==> src/rtl/eqsweep_pkg.sv <==
package eqsweep_pkg;

  localparam int WORD_W  = 16;
  localparam int RES_LSB = 10;
  localparam int RES_W   = 6;

  localparam logic [3:0] SQ_THRESH = 4'hC;
  localparam logic [3:0] DGL_WIDTH = 4'hF;
  localparam logic [3:0] EQ_CAP    = 4'hF;
  localparam logic [3:0] PAT_SEL   = 4'hE;
  localparam logic [7:0] PAT_DATA  = 8'h64;

  typedef enum logic [3:0] {
    S_IDLE,
    S_REJECT,
    S_SETTLE,
    S_CHECK,
    S_PREP,
    S_PAT,
    S_PWAIT,
    S_GO,
    S_POLL,
    S_CLR,
    S_REL,
    S_NEXT,
    S_DECIDE
  } seq_state_t;

  function automatic logic [RES_W-1:0] figure_of(input logic [WORD_W-1:0] w);
    return w[RES_LSB +: RES_W];
  endfunction

  function automatic logic beats(input logic [RES_W-1:0] cand,
                                 input logic [RES_W-1:0] best);
    return cand > best;
  endfunction

endpackage

==> src/rtl/eqsweep_timer.sv <==
module eqsweep_timer #(
  parameter int W = 8
) (
  input  logic         clk,
  input  logic         rst_n,
  input  logic         load_i,
  input  logic [W-1:0] len_i,
  output logic         fire_o
);
  logic [W-1:0] cnt;

  always_ff @(posedge clk or negedge rst_n) begin
    if (!rst_n)               cnt <= '0;
    else if (load_i)          cnt <= len_i;
    else if (cnt != '0)       cnt <= cnt - 1'b1;
  end

  assign fire_o = (cnt == W'(1));
endmodule

==> src/rtl/eqsweep_best.sv <==
module eqsweep_best
  import eqsweep_pkg::*;
#(
  parameter int CODE_W = 3
) (
  input  logic              clk,
  input  logic              rst_n,
  input  logic              clr_i,
  input  logic              upd_en_i,
  input  logic [RES_W-1:0]  cand_i,
  input  logic [CODE_W-1:0] cand_idx_i,
  output logic [RES_W-1:0]  best_val_o,
  output logic [CODE_W-1:0] best_idx_o,
  output logic              took_o
);
  assign took_o = upd_en_i && beats(cand_i, best_val_o);

  always_ff @(posedge clk or negedge rst_n) begin
    if (!rst_n) begin
      best_val_o <= '0;
      best_idx_o <= '0;
    end else if (clr_i) begin
      best_val_o <= '0;
      best_idx_o <= '0;
    end else if (took_o) begin
      best_val_o <= cand_i;
      best_idx_o <= cand_idx_i;
    end
  end
endmodule

==> src/rtl/eqsweep_seq.sv <==
module eqsweep_seq
  import eqsweep_pkg::*;
#(
  parameter int SETTLE_CYC    = 12500,
  parameter int PAT_WAIT_CYC  = 6250000,
  parameter int TICK_CYC      = 125000,
  parameter int TIMEOUT_TICKS = 100,
  parameter int NUM_CODES     = 8
) (
  input  logic                         clk,
  input  logic                         rst_n,
  input  logic                         start_i,
  input  logic                         lane_sfi_i,
  input  logic                         sq_det_i,
  input  logic                         cdr_lock_i,
  input  logic                         trn_done_i,
  input  logic                         trn_fail_i,
  input  logic [15:0]                  dfe_word_i,
  output logic [3:0]                   sq_thresh_o,
  output logic [3:0]                   dgl_pos_o,
  output logic [3:0]                   dgl_neg_o,
  output logic                         dgl_en_o,
  output logic                         cdr_det_en_o,
  output logic                         dfe_force_o,
  output logic [3:0]                   eq_cap_o,
  output logic                         eq_force_o,
  output logic [$clog2(NUM_CODES)-1:0] eq_code_o,
  output logic [3:0]                   pat_sel_o,
  output logic [7:0]                   pat_data_o,
  output logic                         pat_en_o,
  output logic                         pat_rst_o,
  output logic                         trn_start_o,
  output logic                         busy_o,
  output logic                         done_o,
  output logic                         pass_o,
  output logic [$clog2(NUM_CODES)-1:0] best_code_o
);
  localparam int CODE_W  = $clog2(NUM_CODES);
  localparam int DLY_MAX = (SETTLE_CYC > PAT_WAIT_CYC) ? SETTLE_CYC : PAT_WAIT_CYC;
  localparam int DLY_W   = $clog2(DLY_MAX + 1);
  localparam int TICK_W  = $clog2(TICK_CYC + 1);
  localparam int TO_W    = $clog2(TIMEOUT_TICKS + 1);

  seq_state_t        st;
  logic [CODE_W-1:0] trial_code;
  logic              confirm;
  logic              last_ok;
  logic [RES_W-1:0]  last_fig;
  logic [TO_W-1:0]   polls_left;

  // named internal events
  logic              dly_load, dly_fire;
  logic [DLY_W-1:0]  dly_len;
  logic              tick_load, tick_fire;
  logic              trial_ok, trial_bad;
  logic              best_clr, best_upd_en, best_upd;
  logic [RES_W-1:0]  best_val;
  logic [CODE_W-1:0] best_idx;

  assign busy_o    = (st != S_IDLE);
  assign dly_load  = (st == S_IDLE && start_i && lane_sfi_i) || (st == S_PAT);
  assign dly_len   = (st == S_IDLE) ? DLY_W'(SETTLE_CYC) : DLY_W'(PAT_WAIT_CYC);
  assign tick_load = (st == S_GO) || (st == S_POLL && tick_fire);

  assign trial_ok  = (st == S_POLL) && tick_fire && trn_done_i && !trn_fail_i;
  assign trial_bad = (st == S_POLL) && tick_fire &&
                     ((trn_done_i && trn_fail_i) ||
                      (!trn_done_i && polls_left == TO_W'(1)));

  assign best_clr    = (st == S_IDLE) && start_i;
  assign best_upd_en = (st == S_NEXT) && last_ok && !confirm;

  eqsweep_timer #(.W(DLY_W)) u_dly (
    .clk    (clk),
    .rst_n  (rst_n),
    .load_i (dly_load),
    .len_i  (dly_len),
    .fire_o (dly_fire)
  );

  eqsweep_timer #(.W(TICK_W)) u_tick (
    .clk    (clk),
    .rst_n  (rst_n),
    .load_i (tick_load),
    .len_i  (TICK_W'(TICK_CYC)),
    .fire_o (tick_fire)
  );

  eqsweep_best #(.CODE_W(CODE_W)) u_best (
    .clk        (clk),
    .rst_n      (rst_n),
    .clr_i      (best_clr),
    .upd_en_i   (best_upd_en),
    .cand_i     (last_fig),
    .cand_idx_i (trial_code),
    .best_val_o (best_val),
    .best_idx_o (best_idx),
    .took_o     (best_upd)
  );

  always_ff @(posedge clk or negedge rst_n) begin
    if (!rst_n) begin
      st           <= S_IDLE;
      trial_code   <= '0;
      confirm      <= 1'b0;
      last_ok      <= 1'b0;
      last_fig     <= '0;
      polls_left   <= '0;
      sq_thresh_o  <= '0;
      dgl_pos_o    <= '0;
      dgl_neg_o    <= '0;
      dgl_en_o     <= 1'b0;
      cdr_det_en_o <= 1'b0;
      dfe_force_o  <= 1'b1;
      eq_cap_o     <= '0;
      eq_force_o   <= 1'b0;
      eq_code_o    <= '0;
      pat_sel_o    <= '0;
      pat_data_o   <= '0;
      pat_en_o     <= 1'b0;
      pat_rst_o    <= 1'b0;
      trn_start_o  <= 1'b0;
      done_o       <= 1'b0;
      pass_o       <= 1'b0;
      best_code_o  <= '0;
    end else begin
      done_o <= 1'b0;
      case (st)
        S_IDLE: begin
          if (start_i) begin
            pass_o <= 1'b0;
            if (!lane_sfi_i) begin
              st <= S_REJECT;
            end else begin
              sq_thresh_o  <= SQ_THRESH;
              dgl_pos_o    <= DGL_WIDTH;
              dgl_neg_o    <= DGL_WIDTH;
              dgl_en_o     <= 1'b1;
              cdr_det_en_o <= 1'b1;
              st           <= S_SETTLE;
            end
          end
        end
        S_REJECT: begin
          done_o      <= 1'b1;
          pass_o      <= 1'b0;
          best_code_o <= best_idx;
          st          <= S_IDLE;
        end
        S_SETTLE: if (dly_fire) st <= S_CHECK;
        S_CHECK: begin
          if (sq_det_i || !cdr_lock_i) begin
            done_o      <= 1'b1;
            pass_o      <= 1'b0;
            best_code_o <= best_idx;
            st          <= S_IDLE;
          end else begin
            st <= S_PREP;
          end
        end
        S_PREP: begin
          dfe_force_o <= 1'b0;
          eq_cap_o    <= EQ_CAP;
          eq_force_o  <= 1'b1;
          trial_code  <= '0;
          confirm     <= 1'b0;
          st          <= S_PAT;
        end
        S_PAT: begin
          pat_sel_o  <= PAT_SEL;
          pat_data_o <= PAT_DATA;
          pat_en_o   <= 1'b1;
          st         <= S_PWAIT;
        end
        S_PWAIT: if (dly_fire) st <= S_GO;
        S_GO: begin
          eq_code_o   <= trial_code;
          trn_start_o <= 1'b1;
          polls_left  <= TO_W'(TIMEOUT_TICKS);
          st          <= S_POLL;
        end
        S_POLL: begin
          if (trial_ok) begin
            trn_start_o <= 1'b0;
            last_ok     <= 1'b1;
            last_fig    <= figure_of(dfe_word_i);
            st          <= S_CLR;
          end else if (trial_bad) begin
            trn_start_o <= 1'b0;
            last_ok     <= 1'b0;
            st          <= S_NEXT;
          end else if (tick_fire) begin
            polls_left  <= polls_left - 1'b1;
          end
        end
        S_CLR: begin
          pat_rst_o <= 1'b1;
          pat_en_o  <= 1'b0;
          st        <= S_REL;
        end
        S_REL: begin
          pat_rst_o <= 1'b0;
          st        <= S_NEXT;
        end
        S_NEXT: begin
          if (confirm) begin
            done_o      <= 1'b1;
            pass_o      <= last_ok;
            best_code_o <= best_idx;
            st          <= S_IDLE;
          end else if (trial_code == CODE_W'(NUM_CODES - 1)) begin
            st <= S_DECIDE;
          end else begin
            trial_code <= trial_code + 1'b1;
            st         <= S_PAT;
          end
        end
        S_DECIDE: begin
          if (best_val == '0) begin
            done_o      <= 1'b1;
            pass_o      <= 1'b0;
            best_code_o <= best_idx;
            st          <= S_IDLE;
          end else begin
            trial_code <= best_idx;
            confirm    <= 1'b1;
            st         <= S_PAT;
          end
        end
        default: st <= S_IDLE;
      endcase
    end
  end
endmodule

==> config.mk <==
export PLATFORM = sky130hd
export DESIGN_NAME = eqsweep_seq
export DESIGN_NICKNAME = d
export VERILOG_FILES = /design/src/rtl/eqsweep_pkg.sv /design/src/rtl/eqsweep_timer.sv /design/src/rtl/eqsweep_best.sv /design/src/rtl/eqsweep_seq.sv
export SDC_FILE = /design/constraint.sdc
export NUM_CORES = 1
export LEC_CHECK = 0
export ABC_AREA = 1
export ABC_CLOCK_PERIOD_IN_PS = 2750
export CAP_MARGIN = 20
export CORE_UTILIZATION = 56
export DETAILED_ROUTE_END_ITERATION = 16
export PLACE_DENSITY_LB_ADDON = 0.15
export SLEW_MARGIN = 5
export SYNTH_ARGS = -nofsm -noshare
export SYNTH_HDL_FRONTEND = slang
export SYNTH_HIERARCHICAL = 1
export SYNTH_SLANG_ARGS = --single-unit
==> constraint.sdc <==
create_clock -name clk -period 2.75 [get_ports clk]
set_clock_uncertainty 0.15 [all_clocks]
set_input_delay 0.275 -clock clk [delete_from_list [all_inputs] [get_ports clk]]
set_output_delay 0.275 -clock clk [all_outputs]
set_load 0.03 [all_outputs]
# Word level (Yosys, flattened, before mapping)
# Cells that the tools add are included.
# word_totals
in_bits	24
ff_bits	89
output_inout_bits	44
elab_cells	152
# classes
addsub	4
n_eq_ne	29
n_reduce_logical	45
order_cmp	1
muxes	49
# ops
operator	count
$mux W23	3
$pmux W4 S12	1
$mux W17	2
$mux W3	10
$mux W4	7
$ne A2 B2 Y1 const B	12
$eq A23 B1 Y1 const B	1
$reduce_bool A23 Y1	1
$sub A23 B1 Y23 const B	1
$mux W7	3
$eq A4 B4 Y1 const B	5
$eq A17 B1 Y1 const B	1
$reduce_bool A17 Y1	1
$sub A17 B1 Y17 const B	1
$eq A4 B3 Y1 const B	4
$reduce_and A4 Y1	4
$reduce_bool A2 Y1	8
$pmux W7 S2	1
$mux W6	2
$pmux W3 S4	1
$logic_and A1 B1 Y1	11
$mux W1	11
$pmux W3 S3	1
$eq A4 B2 Y1 const B	2
other kinds (21)	34

# Logic depth before layout (Yosys ltp)
# Gate-level depths: netlist (run 1).
# logic_depth
ltp_word	7
mapped_depth	14
ltp_nobuf	12

# By module
# The synthesis (run 1) kept the hierarchy.
# modules_own_cells
mod	instances	seq_area_each_um2	cells_per_inst	area_each_um2
eqsweep_seq	1	927.1	295	2219.6
eqsweep_timer at u_dly	1	575.6	242	1579.0
eqsweep_timer at u_tick	1	425.4	188	1270.0
eqsweep_best	1	225.2	71	618.1

# Worst setup path before layout (run 1)
# Ideal clock, no wire load.
# synth_timing
kind	reg2reg
start	register st[2]
end	register u_dly.cnt[0]
arrival_time_ps	2114
n_path_buf	2
path_stages_with_launch	11
period_less_slack_ps	2381
setup_ps	117
required_ps	2483
path_slack_ps	369
cell_sequence	dfrtp_1 > nor2_1 > nand2_1 > nor2_1 > nand2_1 > nand2_1 > buf_2 > clkbuf_1 > o21ai_0 > nand2_1 > nand2_1
# synth_between
elab_chain_cells	5
elab_cells_between_ends	7
classes_between	eq/ne (1); mux (1); reduce/logical (5)
# synth_lines
element	line_no	rtl
start: declaration	eqsweep_seq.sv:44	seq_state_t st;
start signal: assignment	eqsweep_seq.sv:103	st <= S_IDLE;
start signal: assignment	eqsweep_seq.sv:133	st <= S_REJECT;
start signal: assignment	eqsweep_seq.sv:140	st <= S_SETTLE;
$logic_not A4 Y1 (*)	-	
$logic_and A1 B1 Y1 (*)	-	
via best_clr	eqsweep_seq.sv:56	logic best_clr, best_upd_en, best_upd;
$logic_and A1 B1 Y1 (*)	eqsweep_seq.sv:61	assign dly_load = (st == S_IDLE && start_i && lane_sfi_i) || (st == S_PAT);
$logic_or A1 B1 Y1 (*)	eqsweep_seq.sv:61	
via dly_load	eqsweep_seq.sv:52	logic dly_load, dly_fire;
$mux W23 / $reduce_bool A2 Y1 (equally long branches)	-	
end signal: assignment	eqsweep_timer.sv:14	else if (load_i) cnt <= len_i;
end signal: assignment	eqsweep_timer.sv:15	else if (cnt != '0) cnt <= cnt - 1'b1;
end: declaration	eqsweep_timer.sv:10	logic [W-1:0] cnt;
# The timed path passes the listed nets; every way through them passes the cells marked *.
# A chain may end at the register's enable or synchronous reset.

# Worst setup path in the final report (run 1)
# layout_timing
start	register u_tick.cnt[13]
end	register u_tick.cnt[7]
# layout_between
elab_chain_cells	4
elab_cells_between_ends	6
classes_between	eq/ne (1); mux (1); reduce/logical (4)
# layout_lines
element	line_no	rtl
start: declaration	eqsweep_timer.sv:10	
start signal: assignment	eqsweep_timer.sv:14	
start signal: assignment	eqsweep_timer.sv:15	
$eq A17 B1 Y1 (*)	eqsweep_timer.sv:18	assign fire_o = (cnt == W'(1));
via tick_fire	eqsweep_seq.sv:54	logic tick_load, tick_fire;
$logic_and A1 B1 Y1 (*)	eqsweep_seq.sv:63	assign tick_load = (st == S_GO) || (st == S_POLL && tick_fire);
$logic_or A1 B1 Y1 (*)	eqsweep_seq.sv:63	
via tick_load	eqsweep_seq.sv:54	
$mux W17 / $reduce_bool A2 Y1 (equally long branches)	-	
# Marks and branches as above.

==> results of run 1 <==
critical path, delay by kind of cell (launching register included):
kind,cells,cell delay (ns)
simple gates,4,0.82
flops,1,0.42
buf+inv,5,0.66
compound gates,2,0.38
what timing repair did:
item                       CTS  global route
hold endpoints to repair    32             0
hold buffers                 1             0
resized for setup            0             1
setup endpoints to repair    0             3
power groups by stage:
stage          registers, mW  clock network [mW]  logic (mW)
6_report                2.06               0.786        2.66
5_1_grt                 2.13               0.869        3.06
4_1_cts                 2.06               0.817        2.66
3_5_place_dp            2.07                   0        2.65
3_3_place_gp            2.07                   0        2.56
2_1_floorplan           2.05                   0        2.05
how the worst min path moves through the flow:
stage                     start  slack (ns)             end
final                     rst_n        0.24   u_dly/cnt[17]
after floorplan           rst_n       -0.17  best_code_o[0]
after CTS                 rst_n        0.25   u_dly/cnt[21]
after global placement    rst_n        0.11   u_dly/cnt[19]
after detailed placement  rst_n        0.12   u_dly/cnt[19]
after global routing      rst_n        0.29    u_dly/cnt[0]
flip-flops by register name, indices dropped and copies added (netlist names), 4 cells and up:
| name | count |
|---|---|
| u_tick/cnt | 17 |
| last_fig | 6 |
| polls_left | 7 |
| u_dly/cnt | 23 |
| st | 4 |
| u_best/best_val_o | 6 |
final cells by class:
class | instances | area [µm²]
well taps | 133 | 166
flip-flops and latches | 86 | 2150
inverters | 93 | 350
fillers | 887 | 3420
multi-input cells | 609 | 3010
clock inverters | 4 | 25.0
repair buffers | 56 | 556
clock buffers | 10 | 138
layer usage:
| metal | vias to the layer above | GRT usage, % | wire length (µm) |
|---|---|---|---|
| met5 | - | 0 | 0 |
| met1 | 2237 | 31.5 | 5440 |
| met2 | 126 | 42.1 | 5600 |
| met3 | 16 | 6.58 | 625 |
| met4 | 0 | 7.58 | 178 |
| li1 | 2536 | - | - |
cells in the final DEF (no fill, tap or decap), types with 2 or more instances in the layout:
| master | count |
|---|---|
| nand3_2 | 5 |
| nor2_2 | 13 |
| nand3_1 | 55 |
| nand3_4 | 2 |
| clkinvlp_4 | 2 |
| a21oi_1 | 11 |
| or2_2 | 7 |
| nand4_1 | 16 |
| clkinv_2 | 3 |
| nor2_4 | 8 |
| dfrtp_1 | 85 |
| o21ai_2 | 9 |
| xnor2_1 | 4 |
| o21ai_1 | 3 |
| inv_2 | 6 |
| nand4_4 | 2 |
| nand3b_1 | 2 |
| nand2_2 | 9 |
| ha_1 | 14 |
| o21ai_0 | 21 |
| conb_1 | 34 |
| inv_1 | 85 |
| nor2_1 | 88 |
| mux2_2 | 3 |
| xor2_1 | 9 |
| o211ai_1 | 2 |
| nand2_1 | 279 |
| buf_4 | 6 |
| clkdlybuf4s50_1 | 48 |
| o21bai_1 | 3 |
| nor4_1 | 2 |
| clkbuf_8 | 10 |
==> results.tsv, run 1 <==
metric	value	unit
path_class	reg -> reg	
antenna_found_initial	0	
io_buffers	49	
finalCritPeriodShare	90.4	%
dieWidth	103	µm
path_cells	nor2_1 > inv_1 > nor2_2 > inv_1 > nor4_1 > inv_1 > o21ai_2 > inv_2 > nand4_4 > clkinv_2 > a21oi_1	
rows	36	
fin_cells	991	
p_leak	3.28	nW
cp_slowest_stage_delay	0.42	ns
post_cts_buffers	0	
place_congestion	0.905	
setup_violations	0	
core-area	0.00982	mm²
io_pins	68	
power_frac_seq	37.5	%
die_h	103	µm
pwr-share-comb	48.3	%
worstSetupEndpointType	flop	
fin_util	65.2	%
die-area	0.0106	mm²
ant_nets	0	
cts_sinks	86	
irDropWorstVdd	0.463	mV
critical_path.most_common_cell	inv_1	
cts_tree	built	
dr_total_vias	4915	
r2r-start	u_tick/cnt[13]	
setup.worst_path.start_class	flop	
clkPwrFrac	14.3	%
drtIter0Drc	270	
hp-class	in -> async	
start_util	57.9	%
worstSkewPairLatency	0.37	ns
cp-startpoint	u_tick/cnt[13]	
drc_errors	0	
drtPass1Iterations	5	
cts_buffers	9	
crit_arrival	2.64	ns
required	2.90	ns
final_max_slew_viol_count	0	
clkTransAtPathRegs	0.08	ns
hold_viol	0	
place_ws	0.195	ns
max_freq	402	MHz
antenna_cells	0	
final_nets	893	
rr_endpoint	u_tick/cnt[7]	
status	completed	
ctsRootBufferMaster	clkbuf_8	
dp_cells	976	
crit_fanout	20	
reg2regPathDepth	11	
cpMaxStageDelayCell	dfrtp_1	
tightest_slew	0.546	ns
grt_start_max_net_pins	35	
whs	0.240	ns
slew_headroom	63.4	%
areaGrowthSynthToFinish	12.7	%
grt_pass1_vias	4552	
endpoint	u_tick/cnt[7]	
switching_share	46.5	%
total_power	5.51	mW
tns	0	ns
avgSynthCellArea	7.15	µm²
reg2reg_setup_slack	0.26	ns
grt_pass1_wl	20500	µm
grt.overflow.total	0	
internal_power	2.94	mW
wl_per_cell	12.0	µm
via_per_inst	4.96	
final_area	0.00640	mm²
grt_usage	25.0	%
place_hpwl	8820	µm
min_period	2.49	ns
maxCapViolations	0	
routed_wl	11800	µm
drive_above_1_share	10.7	%
clk_path_buf_depth	2	
dpl_cell_area	0.00623	mm²
rsz0062_at_grt	false	
synth.cell_area	0.00568	mm²
postLayoutSetupSlackWorst	0.263	ns
ys_warn_count	6	
p_switching	2.56	mW
synthCells	795	
power_density	860	mW/mm²
cts_max_level	3	
Note: power is estimated with default switching activity, not from simulation.
==> inputs of run 2 (changes only) <==
--- a/config.mk
+++ b/config.mk
@@ -7,9 +7,9 @@
 export LEC_CHECK = 0
 export ABC_AREA = 1
 export ABC_CLOCK_PERIOD_IN_PS = 2750
-export CAP_MARGIN = 20
 export CORE_UTILIZATION = 56
 export DETAILED_ROUTE_END_ITERATION = 16
+export GPL_TIMING_DRIVEN = 1
 export PLACE_DENSITY_LB_ADDON = 0.15
 export SLEW_MARGIN = 5
 export SYNTH_ARGS = -nofsm -noshare
==> results of run 2 <==
Same layout as run 1: the final DEF is identical, and so are final timing and power.
